--- src/rtl/ocp_pkg.sv ---
package ocp_pkg;

    typedef enum logic [1:0] {
        ST_OFF    = 2'd0,
        ST_SOFT   = 2'd1,
        ST_RUN    = 2'd2,
        ST_HICCUP = 2'd3
    } seq_state_e;

    // Per-clock events derived from the comparator within a switching cycle
    typedef struct packed {
        logic detect;    // first overcurrent clock of a cycle
        logic clean_end; // a cycle just ended with no overcurrent
    } cyc_evt_t;

    // The power stage switches only while ramping or regulating
    function automatic logic is_switching(input seq_state_e st);
        return (st == ST_SOFT) || (st == ST_RUN);
    endfunction

    function automatic logic is_stopped(input seq_state_e st);
        return (st == ST_OFF) || (st == ST_HICCUP);
    endfunction

endpackage

--- src/rtl/ocp_cycle_monitor.sv ---
module ocp_cycle_monitor
    import ocp_pkg::*;
(
    input  logic     clk,
    input  logic     rst,
    input  logic     active,
    input  logic     cyc_start,
    input  logic     oc_flag,
    output cyc_evt_t evt,
    output logic     seen_q
);

    logic seen_d;

    // Remember whether the current switching cycle has already seen overcurrent
    always_comb begin
        if (!active) begin
            seen_d = 1'b0;
        end else if (cyc_start) begin
            seen_d = oc_flag;
        end else begin
            seen_d = seen_q | oc_flag;
        end
    end

    always_ff @(posedge clk) begin
        if (rst) begin
            seen_q <= 1'b0;
        end else begin
            seen_q <= seen_d;
        end
    end

    always_comb begin
        evt.detect    = active & oc_flag & (cyc_start | ~seen_q);
        evt.clean_end = active & cyc_start & ~seen_q;
    end

endmodule

--- src/rtl/ocp_run_counter.sv ---
module ocp_run_counter
    import ocp_pkg::*;
#(
    parameter int TRIP_COUNT = 17
) (
    input  logic     clk,
    input  logic     rst,
    input  logic     clear,
    input  cyc_evt_t evt,
    output logic     trip
);

    localparam int CNTW = $clog2(TRIP_COUNT + 1);

    logic [CNTW-1:0] run_q;
    logic [CNTW-1:0] run_base;
    logic [CNTW-1:0] run_d;

    always_comb begin
        run_base = evt.clean_end ? '0 : run_q;
        run_d    = evt.detect ? run_base + CNTW'(1) : run_base;
        trip     = evt.detect && (run_base == CNTW'(TRIP_COUNT - 1));
    end

    always_ff @(posedge clk) begin
        if (rst || clear) begin
            run_q <= '0;
        end else begin
            run_q <= run_d;
        end
    end

endmodule

--- src/rtl/ocp_hiccup_timer.sv ---
module ocp_hiccup_timer #(
    parameter int SS_PERIOD_CLKS = 16,
    parameter int HICCUP_PERIODS = 8
) (
    input  logic clk,
    input  logic rst,
    input  logic run,
    output logic done
);

    localparam int CW = (SS_PERIOD_CLKS > 1) ? $clog2(SS_PERIOD_CLKS) : 1;
    localparam int PW = (HICCUP_PERIODS > 1) ? $clog2(HICCUP_PERIODS) : 1;

    logic period_tick;

    // Prescaler: one tick per soft-start period
    generate
        if (SS_PERIOD_CLKS > 1) begin : g_prescale
            logic [CW-1:0] clk_cnt_q;
            always_ff @(posedge clk) begin
                if (rst || !run) begin
                    clk_cnt_q <= '0;
                end else if (clk_cnt_q == CW'(SS_PERIOD_CLKS - 1)) begin
                    clk_cnt_q <= '0;
                end else begin
                    clk_cnt_q <= clk_cnt_q + CW'(1);
                end
            end
            assign period_tick = run && (clk_cnt_q == CW'(SS_PERIOD_CLKS - 1));
        end else begin : g_no_prescale
            assign period_tick = run;
        end
    endgenerate

    // Period counter: done on the last clock of the last period
    generate
        if (HICCUP_PERIODS > 1) begin : g_periods
            logic [PW-1:0] per_cnt_q;
            always_ff @(posedge clk) begin
                if (rst || !run) begin
                    per_cnt_q <= '0;
                end else if (period_tick) begin
                    per_cnt_q <= per_cnt_q + PW'(1);
                end
            end
            assign done = period_tick && (per_cnt_q == PW'(HICCUP_PERIODS - 1));
        end else begin : g_single
            assign done = period_tick;
        end
    endgenerate

endmodule

--- src/rtl/ocp_seq_fsm.sv ---
module ocp_seq_fsm
    import ocp_pkg::*;
(
    input  logic       clk,
    input  logic       rst,
    input  logic       en,
    input  logic       ss_done,
    input  logic       trip,
    input  logic       wait_done,
    output seq_state_e state,
    output logic       restart_q,
    output logic       fault_q
);

    seq_state_e state_d;
    logic       restart_d;

    always_comb begin
        state_d   = state;
        restart_d = 1'b0;
        if (!en) begin
            state_d = ST_OFF;
        end else begin
            unique case (state)
                ST_OFF: begin
                    state_d   = ST_SOFT;
                    restart_d = 1'b1;
                end
                ST_SOFT: begin
                    if (trip) begin
                        state_d = ST_HICCUP;
                    end else if (ss_done) begin
                        state_d = ST_RUN;
                    end
                end
                ST_RUN: begin
                    if (trip) begin
                        state_d = ST_HICCUP;
                    end
                end
                ST_HICCUP: begin
                    if (wait_done) begin
                        state_d   = ST_SOFT;
                        restart_d = 1'b1;
                    end
                end
                default: state_d = ST_OFF;
            endcase
        end
    end

    always_ff @(posedge clk) begin
        if (rst) begin
            state     <= ST_OFF;
            restart_q <= 1'b0;
            fault_q   <= 1'b0;
        end else begin
            state     <= state_d;
            restart_q <= restart_d;
            fault_q   <= (state_d == ST_HICCUP);
        end
    end

endmodule

--- src/rtl/ocp_hiccup_seq.sv ---
module ocp_hiccup_seq
    import ocp_pkg::*;
#(
    parameter int SS_PERIOD_CLKS = 16,
    parameter int HICCUP_PERIODS = 8,
    parameter int TRIP_COUNT     = 17
) (
    input  logic clk,
    input  logic rst,
    input  logic en,
    input  logic cyc_start,
    input  logic oc_flag,
    input  logic ss_done,
    output logic hs_block,
    output logic shutdown,
    output logic ss_restart,
    output logic fault_oc
);

    seq_state_e state;
    cyc_evt_t   evt;
    logic       seen_q;
    logic       active;
    logic       trip;
    logic       wait_done;
    logic       in_wait;

    assign active  = is_switching(state);
    assign in_wait = (state == ST_HICCUP);

    ocp_cycle_monitor u_mon (
        .clk       (clk),
        .rst       (rst),
        .active    (active),
        .cyc_start (cyc_start),
        .oc_flag   (oc_flag),
        .evt       (evt),
        .seen_q    (seen_q)
    );

    ocp_run_counter #(
        .TRIP_COUNT (TRIP_COUNT)
    ) u_run (
        .clk   (clk),
        .rst   (rst),
        .clear (!active),
        .evt   (evt),
        .trip  (trip)
    );

    ocp_hiccup_timer #(
        .SS_PERIOD_CLKS (SS_PERIOD_CLKS),
        .HICCUP_PERIODS (HICCUP_PERIODS)
    ) u_timer (
        .clk  (clk),
        .rst  (rst),
        .run  (in_wait),
        .done (wait_done)
    );

    ocp_seq_fsm u_fsm (
        .clk       (clk),
        .rst       (rst),
        .en        (en),
        .ss_done   (ss_done),
        .trip      (trip),
        .wait_done (wait_done),
        .state     (state),
        .restart_q (ss_restart),
        .fault_q   (fault_oc)
    );

    // Comparator path to the gate is combinational so the switch opens at once
    assign hs_block = !active || oc_flag || (seen_q && !cyc_start);
    assign shutdown = is_stopped(state);

endmodule

--- config.mk ---
export PLATFORM = sky130hd
export DESIGN_NAME = ocp_hiccup_seq
export DESIGN_NICKNAME = d
export VERILOG_FILES = /design/src/rtl/ocp_pkg.sv /design/src/rtl/ocp_cycle_monitor.sv /design/src/rtl/ocp_run_counter.sv /design/src/rtl/ocp_hiccup_timer.sv /design/src/rtl/ocp_seq_fsm.sv /design/src/rtl/ocp_hiccup_seq.sv
export SDC_FILE = /design/constraint.sdc
export NUM_CORES = 1
export LEC_CHECK = 0
export BUFFER_PORTS_ARGS = -buffer_cell sky130_fd_sc_hd__buf_2
export CELL_PAD_IN_SITES_DETAIL_PLACEMENT = 1
export CELL_PAD_IN_SITES_GLOBAL_PLACEMENT = 2
export CORE_ASPECT_RATIO = 1.25
export CORE_MARGIN = 2
export CORE_UTILIZATION = 37
export CTS_CLUSTER_DIAMETER = 150
export DETAILED_ROUTE_END_ITERATION = 8
export MAX_ROUTING_LAYER = met4
export PLACE_DENSITY_LB_ADDON = 0.1
export SLEW_MARGIN = 15
export SYNTH_ARGS = -nofsm -noshare
export SYNTH_HDL_FRONTEND = slang
export SYNTH_SLANG_ARGS = --single-unit
--- constraint.sdc ---
create_clock -name clk -period 3.1 [get_ports clk]
set_input_delay 0.465 -clock clk [delete_from_list [all_inputs] [get_ports clk]]
set_output_delay 0.465 -clock clk [all_outputs]
set_load 0.005 [all_outputs]
==> out/metrics.yaml <==
status: "finished, final reports clean"
grt_usage_pct: 16.4
start_util_pct: 39.7
fin_crit_ps: 2340
cts_tree: "yes"
io_buffers: 9
fin_cells: 140
tightest_slew_ps: 469
final-setup-viol-count: 0
antenna_cells: 0
gp_congestion: 0.725
clock_path_buffers: 2
p_leak_uw: 0.000455
cts_hold_buffers: 0
critPathCaptureType: "flip-flop"
slew_headroom_pct: 68.4
routedWlPerCell_microns: 12.7
crit_type: "reg2reg"
num_io_pins: 10
cpMostUsedCell: "ha_1"
cellPowerDensity_nw_per_um2: 364
path_cells: "inv_1, ha_1, nand3b_1, nand2_1, ha_1, nor4bb_1, and4bb_1, nor4_1, nor4b_2"
finalWirelength_microns: 1780
clock_skew_ps: 5.40
clk_pin_slew_ps: 100
via_count: 676
synthFlopType: "dfxtp_1"
critPathArrivalTime_ps: 2500
max_freq_mhz: 427
syn_inst: 96
via_per_inst: 4.83
yosys-top-cells-count: "dfxtp_1, nor2_1, ha_1, inv_1, nand2_1"
ys_seq_area_share_pct: 37.9
hold_violations: 0
rsz0062_at_grt: "false"
synth_top_area_share_pct: 37.9
cts_setup_buffers: 0
postLayoutCellArea_sq_um: 1010
fp.coreArea_sq_um: 2260
cpPeakStageDelay_ps: 440
synth_most_common_cell: "dfxtp_1"
placed_cell_area_sq_um: 981
grt_pass1_wl_microns: 3080
clockRootBuffer: "clkbuf_4"
synth_seq_cells: 17
drc: 0
cp.required_ps: 3260
drv_slew: 0
placed_cells: 136
ys_warn_count: 0
cts_resized: 0
synthArstFlopShare_pct: 0
fin_crit_sh_pct: 75.5
slowest_stage: "dfxtp_1"
die_w_microns: 48.0
clock_latency_ps: 280
syn_area_per_cell_sq_um: 9.34
path_buf_inv: 1
drt_pass1_iterations: 4
htreeDepth: 1
die_height_microns: 59.1
ant_nets: 0
synth-edff-count: 0
hp-class: "in2reg"
dp_hpwl_microns: 1450
syn_area_sq_um: 897
grt_max_degree: 10
synth.distinct_cells: 29
path_max_fanout: 6
fp-row-count: 19
grt_pass1_vias: 684
grt.overflow.total: 0
antenna_found_initial: 0
synth_top_area_cell: "dfxtp_1"
finalSetupTns_ps: 0
synth.area.top_cells: "dfxtp_1, ha_1, nor2_1, xor2_1, mux2i_1"
clock-sinks: 17
cts-buffers-inserted: 3
drive_above_1_share_pct: 15.6
drt-initial-drc-count: 7
max_cap_violations: 0
vdd_drop_max_mv: 0.191
final_nets: 127
syn_nets: 113
crit_family: "simple AND/OR/NAND/NOR gates"
cp-start-kind: "flip-flop"
area.growth.synth_to_final_pct: 12.3
dieArea_sq_um: 2840
[per-stage QoR]
step	setup slack (ps)	hold WS [ps]	total power, uW	util [%]
floorplan	1040	418	244	-
global placement	864	432	255	43.4
detailed placement	764	444	256	43.4
CTS	744	439	379	44.6
global route	515	481	390	44.6
finish	759	447	367	44.6
[per-layer routing]
layer  track usage [%]  vias to the layer above  wire, microns  part of all wire [%]
met5                 -                        -              0                     0
met1              19.5                      311            813                    46
met2              25.9                       11            886                    50
met3              3.66                        4             45                   2.5
li1                  -                      350              -                     -
met4              6.95                        0             36                   2.0
[where the power goes]
part | total, uW | switching (uW) | leakage, uW | internal (uW)
Sequential | 222 | 1.82 | 0.000137 | 220
Clock | 117 | 66.7 | 0.0000150 | 49.9
Combinational | 28.1 | 16.3 | 0.000302 | 11.8
[tightest hold or removal path, stage by stage]
cell    delay [ps]
buf_2          100
nor2_1          50
nor2_1          80
[state kept, by name, summed over array words and instances (netlist names)]
signal                        count
u_fsm.fault_q                     1
u_fsm.restart_q                   1
u_fsm.state                       2
u_mon.seen_q                      1
u_run.run_q                       5
u_timer.g_periods.per_cnt_q       3
u_timer.g_prescale.clk_cnt_q      4
[logic make-up (layout without fill, tap and decap cells)]
| group | after synthesis | after routing | synth area share, % |
|---|---|---|---|
| flops | 17 | 17 | 37.9 |
| fa+ha+maj | 11 | 11 | 15.3 |
| simple gates | 45 | 45 | 28.7 |
| buf+inv | 8 | 21 | 3.35 |
| xor+xnor | 7 | 7 | 6.83 |
| compound gates | 5 | 5 | 4.46 |
| mux | 3 | 3 | 3.35 |
[path summary, 6_finish.rpt]
kind / startpoint / to / slack, ps / depth (start not counted)
setup / recovery: u_fsm.state[0]$_SDFF_PP0_ / u_fsm.fault_q$_SDFF_PP0_ / 760 / 9
hold / removal: oc_flag / u_mon.seen_q$_SDFF_PP0_ / 450 / 3
setup reg to reg: u_fsm.state[0]$_SDFF_PP0_ / u_fsm.fault_q$_SDFF_PP0_ / 760 / 9
hold reg to reg: u_timer.g_prescale.clk_cnt_q[0]$_SDFF_PP0_ / u_timer.g_prescale.clk_cnt_q[0]$_SDFF_PP0_ / 460 / 1
[cell type report]
type | count | area, sq um
fillers | 294 | 1250
multi-input cells | 71 | 527
flip-flops and latches | 17 | 340
repair buffers | 9 | 45.0
well taps | 31 | 38.8
inverters | 8 | 30.0
clock buffers | 4 | 26.3
[placed cells by master, fill, tap and decap left out, drive strengths merged]
master / count
nor3: 1
nand4: 1
nand3: 2
buf: 9
inv: 8
a221oi: 1
nor2: 15
xor2: 4
nor2b: 2
a31oi: 2
nor4: 2
or2b: 1
dfxtp: 17
ha: 11
a21oi: 1
clkbuf: 4
nand3b: 1
nand2b: 4
nor4b: 3
a21o: 1
mux2i: 3
and4bb: 1
nand2: 8
nor3b: 1
xnor2: 3
or2: 1
and3: 1
nor4bb: 1
Note: power is estimated with default switching activity, not from simulation.
